## src/rtl/prd_walk_pkg.sv

```systemverilog
package prd_walk_pkg;
  localparam int ADDR_W     = 32;
  localparam int CNT_W      = 16;
  localparam int LEN_W      = CNT_W + 1;
  localparam int DESC_W     = 64;
  localparam int DESC_BYTES = DESC_W / 8;
  localparam int LAST_BIT   = 31;

  typedef enum logic [2:0] {
    ST_IDLE,
    ST_CHECK,
    ST_FETCH,
    ST_WAIT,
    ST_XFER
  } walk_st_e;

  typedef struct packed {
    logic [ADDR_W-1:0] addr;
    logic [LEN_W-1:0]  len;
    logic              last;
  } region_t;
endpackage

```

## src/rtl/prd_decode.sv

```systemverilog
module prd_decode
  import prd_walk_pkg::*;
(
  input  logic [DESC_W-1:0] raw_i,
  output region_t           reg_o
);
  logic [CNT_W-1:0] cnt;
  logic             unused_bits;

  assign unused_bits = ^{raw_i[32+LAST_BIT-1:32+CNT_W], raw_i[32]};

  always_comb begin
    cnt        = {raw_i[32+CNT_W-1:33], 1'b0};
    reg_o.addr = raw_i[ADDR_W-1:0];
    reg_o.len  = (cnt == '0) ? (LEN_W'(1) << CNT_W) : LEN_W'(cnt);
    reg_o.last = raw_i[32+LAST_BIT];
  end
endmodule

```

## src/rtl/prd_ptr_guard.sv

```systemverilog
module prd_ptr_guard
  import prd_walk_pkg::*;
#(
  parameter int GUARD_BYTES = 4096
) (
  input  logic              clk_i,
  input  logic              rst_ni,
  input  logic              load_i,
  input  logic [ADDR_W-1:0] base_i,
  input  logic              step_i,
  output logic [ADDR_W-1:0] ptr_o,
  output logic              limit_o
);
  localparam int OFF_W = $clog2(GUARD_BYTES + 1);

  logic [ADDR_W-1:0] base_q;
  logic [OFF_W-1:0]  off_q;

  always_ff @(posedge clk_i or negedge rst_ni) begin
    if (!rst_ni) begin
      base_q <= '0;
      off_q  <= '0;
    end else if (load_i) begin
      base_q <= base_i;
      off_q  <= '0;
    end else if (step_i && !limit_o) begin
      off_q <= off_q + OFF_W'(DESC_BYTES);
    end
  end

  assign ptr_o   = base_q + ADDR_W'(off_q);
  assign limit_o = (off_q >= OFF_W'(GUARD_BYTES));
endmodule

```

## src/rtl/prd_chunk_sel.sv

```systemverilog
module prd_chunk_sel
  import prd_walk_pkg::*;
#(
  parameter int NEED_W = 20
) (
  input  logic [NEED_W-1:0] rem_i,
  input  logic [LEN_W-1:0]  avail_i,
  output logic [LEN_W-1:0]  chunk_o
);
  localparam int CMP_W = (NEED_W > LEN_W) ? NEED_W : LEN_W;

  logic [CMP_W-1:0] rem_x;
  logic [CMP_W-1:0] av_x;

  assign rem_x   = CMP_W'(rem_i);
  assign av_x    = CMP_W'(avail_i);
  assign chunk_o = (rem_x < av_x) ? LEN_W'(rem_x) : avail_i;
endmodule

```

## src/rtl/prd_walker.sv

```systemverilog
module prd_walker
  import prd_walk_pkg::*;
#(
  parameter int NEED_W      = 20,
  parameter int GUARD_BYTES = 4096
) (
  input  logic              clk_i,
  input  logic              rst_ni,
  input  logic              start_i,
  input  logic [ADDR_W-1:0] base_i,
  input  logic [NEED_W-1:0] need_i,
  input  logic              dir_wr_i,
  output logic              desc_req_o,
  output logic [ADDR_W-1:0] desc_addr_o,
  input  logic              desc_valid_i,
  input  logic [DESC_W-1:0] desc_data_i,
  output logic              mem_req_o,
  output logic              mem_we_o,
  output logic [ADDR_W-1:0] mem_addr_o,
  output logic [LEN_W-1:0]  mem_len_o,
  input  logic              mem_ready_i,
  output logic              done_o,
  output logic              short_o,
  output logic              err_o
);
  walk_st_e          st_q;
  logic [NEED_W-1:0] rem_q;
  logic [ADDR_W-1:0] cur_addr_q;
  logic [LEN_W-1:0]  cur_len_q;
  logic              last_q;
  logic              we_q;
  logic              done_q, short_q, err_q;

  region_t           dec;
  logic [LEN_W-1:0]  chunk;
  logic              at_limit;
  logic              load;
  logic              step;

  assign load = (st_q == ST_IDLE) && start_i;
  assign step = (st_q == ST_FETCH) && mem_ready_i;

  prd_decode u_dec (
    .raw_i (desc_data_i),
    .reg_o (dec)
  );

  prd_ptr_guard #(.GUARD_BYTES(GUARD_BYTES)) u_ptr (
    .clk_i   (clk_i),
    .rst_ni  (rst_ni),
    .load_i  (load),
    .base_i  (base_i),
    .step_i  (step),
    .ptr_o   (desc_addr_o),
    .limit_o (at_limit)
  );

  prd_chunk_sel #(.NEED_W(NEED_W)) u_chunk (
    .rem_i   (rem_q),
    .avail_i (cur_len_q),
    .chunk_o (chunk)
  );

  always_ff @(posedge clk_i or negedge rst_ni) begin
    if (!rst_ni) begin
      st_q       <= ST_IDLE;
      rem_q      <= '0;
      cur_addr_q <= '0;
      cur_len_q  <= '0;
      last_q     <= 1'b0;
      we_q       <= 1'b0;
      done_q     <= 1'b0;
      short_q    <= 1'b0;
      err_q      <= 1'b0;
    end else begin
      done_q  <= 1'b0;
      short_q <= 1'b0;
      err_q   <= 1'b0;
      unique case (st_q)
        ST_IDLE: if (start_i) begin
          rem_q      <= need_i;
          we_q       <= dir_wr_i;
          cur_addr_q <= '0;
          cur_len_q  <= '0;
          last_q     <= 1'b0;
          st_q       <= ST_CHECK;
        end
        ST_CHECK: begin
          // count satisfied wins over table end
          if (rem_q == '0) begin
            done_q <= 1'b1;
            st_q   <= ST_IDLE;
          end else if (cur_len_q != '0) begin
            st_q <= ST_XFER;
          end else if (last_q || at_limit) begin
            short_q <= 1'b1;
            err_q   <= !last_q;
            st_q    <= ST_IDLE;
          end else begin
            st_q <= ST_FETCH;
          end
        end
        ST_FETCH: if (mem_ready_i) st_q <= ST_WAIT;
        ST_WAIT: if (desc_valid_i) begin
          cur_addr_q <= dec.addr;
          cur_len_q  <= dec.len;
          last_q     <= dec.last;
          st_q       <= ST_CHECK;
        end
        ST_XFER: if (mem_ready_i) begin
          cur_addr_q <= cur_addr_q + ADDR_W'(chunk);
          cur_len_q  <= cur_len_q - chunk;
          rem_q      <= rem_q - NEED_W'(chunk);
          st_q       <= ST_CHECK;
        end
        default: st_q <= ST_IDLE;
      endcase
    end
  end

  assign desc_req_o = (st_q == ST_FETCH);
  assign mem_req_o  = (st_q == ST_XFER);
  assign mem_we_o   = we_q;
  assign mem_addr_o = cur_addr_q;
  assign mem_len_o  = chunk;
  assign done_o     = done_q;
  assign short_o    = short_q;
  assign err_o      = err_q;
endmodule

```

## config.mk

```make
export PLATFORM = sky130hd
export DESIGN_NAME = prd_walker
export DESIGN_NICKNAME = d
export VERILOG_FILES = /design/src/rtl/prd_walk_pkg.sv /design/src/rtl/prd_decode.sv /design/src/rtl/prd_ptr_guard.sv /design/src/rtl/prd_chunk_sel.sv /design/src/rtl/prd_walker.sv
export SDC_FILE = /design/constraint.sdc
export NUM_CORES = 1
export LEC_CHECK = 0
export BUFFER_PORTS_ARGS = -buffer_cell sky130_fd_sc_hd__clkbuf_2
export CORE_MARGIN = 8
export CORE_UTILIZATION = 30
export CTS_CLUSTER_SIZE = 30
export DETAILED_ROUTE_END_ITERATION = 10
export PLACE_DENSITY_LB_ADDON = 0.12
export SYNTH_ARGS = -nofsm -noshare
export SYNTH_HDL_FRONTEND = slang
export SYNTH_HIERARCHICAL = 1
export SYNTH_SLANG_ARGS = --single-unit
```

## constraint.sdc

```tcl
create_clock -name clk_i -period 5.1 [get_ports clk_i]
set_input_delay 0.255 -clock clk_i [delete_from_list [all_inputs] [get_ports clk_i]]
set_output_delay 0.255 -clock clk_i [all_outputs]
set_load 0.02 [all_outputs]
```

==> flow_summary.toml <==
[final_layout]
register_area_um2 = 2980
drive_above_1_share_pct = 25.1
design.final.nets = 1578
area_delta_synth_final_pct = 20.6
fill_cells = 3515
multiInputGateArea_um2 = 6360
layout.core_utilization_pct = 36.4
finish.instance_area_um2 = 12100

[placement]
dp_hpwl_um = 26800
port_buffers = 192
gp_routability_congestion = 0.880
dp_worst_setup_slack_ps = 84.3
dpl_cell_area_um2 = 11500

[synthesis]
synth.distinct_cells = 81
post_synth_xor_area_fraction_pct = 5.32
netlist_instances = 1204
post_synth.cell_area_avg_um2 = 8.35
synth.ff_latch_count = 119
synth_top_family_by_area = "compound AO/OA/AOI/OAI gates"
asyncSetResetFlopFracSynth_pct = 100
synthMuxAreaShare_pct = 5.71
post_synth_edffs = 0
synth_compound_area_share_pct = 21.7
synth-adder-area-share_pct = 10.2
area_share_of_and_or_nand_nor_cells_after_synthesis_pct = 19.9
synth.cell_area_um2 = 10000
ys_dominant_reg_cell = "sky130_fd_sc_hd__dfrtp_1"
mappedNetlistNets = 1406
yosys_warnings = 6
seq_area_frac_synth_pct = 29.6

[clocking]
cts-buffers-inserted = 17
cts_h_tree_depth = 4
numClockSinks = 119
clock_latency_ps = 430
clock-root-buffer = "sky130_fd_sc_hd__clkbuf_16"
clockBufferDepth = 2
tritoncts = "yes"
cts.clk_slew.worst_paths_ps = 60

[timing]
grt_setup_unrepaired = "true"
holdWs_ps = 35.0
drv_slew = 0
final_min_period_over_clock_period_pct = 97.7
finalHoldViolCount = 0
timing.setup.tns_ps = 0
timing_worst_slew_pin_value_ps = 1100
slew-limit-headroom_pct = 26.7
setup_ws_ps = 117
maximum_operating_frequency_mhz = 201
clock-skew-final_ps = 6.75
setup_viol_count_final = 0
fin_crit_ps = 4980

[worst_setup_path]
timing.critical_path.from = "rem_q[16]"
worstPathCellList = "ha_1, or4b_4, or4_1, nor4_2, or4b_4, mux2_2, buf_4, ha_1, fa_1, nor2b_2, o31a_1, a21o_1, o21ba_2, o32ai_1, or3b_1, a32o_1"
ff2ff_path_depth = 16
cp_slowest_cell = "sky130_fd_sc_hd__or4_1"
worst_ep_arrival_time_ps = 5300
r2r_slack_ps = 120
timing.critical_path.fanout_max = 4
crit_path_start_kind = "flop"
end_kind = "flop"
critical_path.max_stage_delay_ps = 560
endpoint_of_the_worst_setup_timing_path = "cur_len_q[16]"
worst-endpoint-required_ps = 5410
critPathKind = "flop to flop"
regToRegEndpoint = "cur_len_q[16]"
worstReg2RegStart = "rem_q[16]"

[global_routing]
grt_pass1_vias = 9312
grtUsageTotal_pct = 17.4
overflow = 0
pin_count_of_the_biggest_net_entering_global_routing = 51
grt_first_pass_wirelength_um = 53600
grt_antenna_before_repair = 1

[drt]
drtIter0Drc = 602
route.vias.total = 9468
antenna_violating_nets_post_route = 0
final_routed_wire_length_divided_by_cell_count_um = 18.9
length_of_the_first_detailed_routing_pass_in_iterations = 5
drc = 0
route.detailed.vias_per_inst = 5.15
drt-total-wl_um = 34700

[power]
combinationalPowerShare_pct = 70.2
p_switching_w = 0.00496
static-leakage-power_nw = 5.53
p_seq_share_pct = 17.2
power.share.clock_pct = 12.5
switching_fraction_of_total_power_pct = 50.5
ir_drop_mv = 0.404
cell_internal_pwr_w = 0.00485
power_per_cell_area_nw_per_um2 = 809

[floorplanning]
core_area_um2 = 33300
dieWidth_um = 199
floorplan.die.height_um = 199
boundaryPins = 209
design.die.area_um2 = 39600
rows = 67
initial_core_utilization_pct = 30.2

[min_path]
hold_path.startpoint = "base_i[31]"
hold_path.class = "input port to flop"

[outcome]
run_status = "complete, no violations"

[flow_run]
max_cap_viol_count = 0
routing by layer:
layer  share of wire (%)  vias up  global-route usage, %
met1                  47     4526                   23.1
met2                  48      196                   28.7
met5                   0        -                      0
li1                    -     4712                      -
met4                 1.8        0                   5.16
met3                 3.8       34                   3.06
stage by stage:
stage	cells	total power, W
2_1_floorplan	1204	0.00645
3_3_place_gp	1803	0.00851
3_5_place_dp	1803	0.00852
4_1_cts	1837	0.00983
5_1_grt	1838	0.0107
6_report	1839	0.00980
critical path, delay by kind of cell (launching register included):
| kind | cells | cell delay, ps |
|---|---|---|
| mux | 1 | 370 |
| fa+ha+maj | 3 | 900 |
| simple gates | 6 | 2100 |
| flops | 1 | 380 |
| compound gates | 5 | 960 |
| buf+inv | 1 | 150 |
repair_timing:
action                                 CTS  global route
endpoints found under the hold margin   23             0
setup endpoints to repair                0            23
buffers inserted                         0             0
hold buffers                             2             0
resized for setup                        0             8
power by group through the flow:
stage | logic [W] | registers (W) | clock network (W)
final | 0.00689 | 0.00169 | 0.00123
after global routing | 0.00765 | 0.00174 | 0.00131
after CTS | 0.00686 | 0.00170 | 0.00127
after detailed placement | 0.00681 | 0.00171 | 0
after global placement | 0.00680 | 0.00171 | 0
after floorplan | 0.00474 | 0.00171 | 0
worst min-delay path by stage:
stage / end / cells past startpoint
global route: u_ptr/base_q[31] / 3
floorplan: cur_len_q[0] / 0
global placement: mem_addr_o[22] / 1
finish: u_ptr/base_q[31] / 3
CTS: u_ptr/base_q[31] / 3
detailed placement: mem_addr_o[24] / 1
synthesized netlist by cell type, types with 5 or more instances:
| master | n | area share (%) |
|---|---|---|
| sky130_fd_sc_hd__dfrtp_1 | 119 | 30 |
| sky130_fd_sc_hd__nor2b_1 | 14 | 0.87 |
| sky130_fd_sc_hd__xor2_1 | 28 | 2.4 |
| sky130_fd_sc_hd__nand4_1 | 30 | 1.9 |
| sky130_fd_sc_hd__o21ai_0 | 55 | 2.7 |
| sky130_fd_sc_hd__or3_1 | 6 | 0.37 |
| sky130_fd_sc_hd__nor4_1 | 12 | 0.75 |
| sky130_fd_sc_hd__clkbuf_1 | 52 | 1.9 |
| sky130_fd_sc_hd__nor3_1 | 30 | 1.5 |
| sky130_fd_sc_hd__ha_1 | 77 | 9.6 |
| sky130_fd_sc_hd__o311ai_0 | 7 | 0.61 |
| sky130_fd_sc_hd__nand2_1 | 107 | 4.0 |
| sky130_fd_sc_hd__and2_1 | 6 | 0.37 |
| sky130_fd_sc_hd__o31a_1 | 7 | 0.61 |
| sky130_fd_sc_hd__buf_1 | 5 | 0.19 |
| sky130_fd_sc_hd__mux2_2 | 35 | 3.9 |
| sky130_fd_sc_hd__mux2_4 | 10 | 1.5 |
| sky130_fd_sc_hd__buf_4 | 36 | 2.7 |
| sky130_fd_sc_hd__inv_1 | 58 | 2.2 |
| sky130_fd_sc_hd__xnor2_1 | 33 | 2.9 |
| sky130_fd_sc_hd__o31ai_1 | 8 | 0.60 |
| sky130_fd_sc_hd__nor2_1 | 118 | 4.4 |
| sky130_fd_sc_hd__o211ai_1 | 19 | 1.4 |
| sky130_fd_sc_hd__a31oi_1 | 7 | 0.44 |
| sky130_fd_sc_hd__a211oi_1 | 17 | 1.3 |
| sky130_fd_sc_hd__a21o_1 | 12 | 0.90 |
| sky130_fd_sc_hd__nand3_1 | 39 | 1.9 |
| sky130_fd_sc_hd__a21oi_1 | 95 | 4.7 |
| sky130_fd_sc_hd__nand2b_1 | 11 | 0.68 |
| sky130_fd_sc_hd__o22ai_1 | 10 | 0.62 |
| sky130_fd_sc_hd__a221oi_1 | 20 | 1.7 |
| sky130_fd_sc_hd__or4_1 | 5 | 0.37 |
| sky130_fd_sc_hd__and3_1 | 14 | 0.87 |
| sky130_fd_sc_hd__o21bai_1 | 6 | 0.45 |
| sky130_fd_sc_hd__o21a_1 | 20 | 1.5 |
area by class of cell:
type	count	share of cell area (%)
diodes	2	0.0413
flip-flops and latches	119	24.6
clock inverters	10	0.764
well taps	448	4.62
clock buffers	22	4.08
multi-input cells	929	52.5
inverters	59	1.83
repair buffers	250	11.6
state kept, by name, summed over array words and instances (netlist names):
name and cells:
mem_addr_o 32, u_ptr/base_q 32, rem_q 20, cur_len_q 17, u_ptr/off_q 10, st_q 3
done_o 1, err_o 1, last_q 1, mem_we_o 1, short_o 1
layout by cell type, fill, tap and decap left out, types with 35 or more instances in the layout:
cell type                  synthesis  final
sky130_fd_sc_hd__a21oi_1          95     93
sky130_fd_sc_hd__inv_1            58     57
sky130_fd_sc_hd__nor2_1          118    117
sky130_fd_sc_hd__dfrtp_1         119    119
sky130_fd_sc_hd__clkbuf_2          1    191
sky130_fd_sc_hd__ha_1             77     77
sky130_fd_sc_hd__nand3_1          39     39
sky130_fd_sc_hd__mux2_2           35     35
sky130_fd_sc_hd__buf_4            36     56
sky130_fd_sc_hd__o21ai_0          55     53
sky130_fd_sc_hd__nand2_1         107    106
cell families after synthesis:
logic type | count (synthesis)
compound gates | 324
other cells | 1
xor+xnor | 61
mux | 48
fa+ha+maj | 80
buf+inv | 156
simple gates | 415
flops | 119
(Power assumes the default switching activity.)
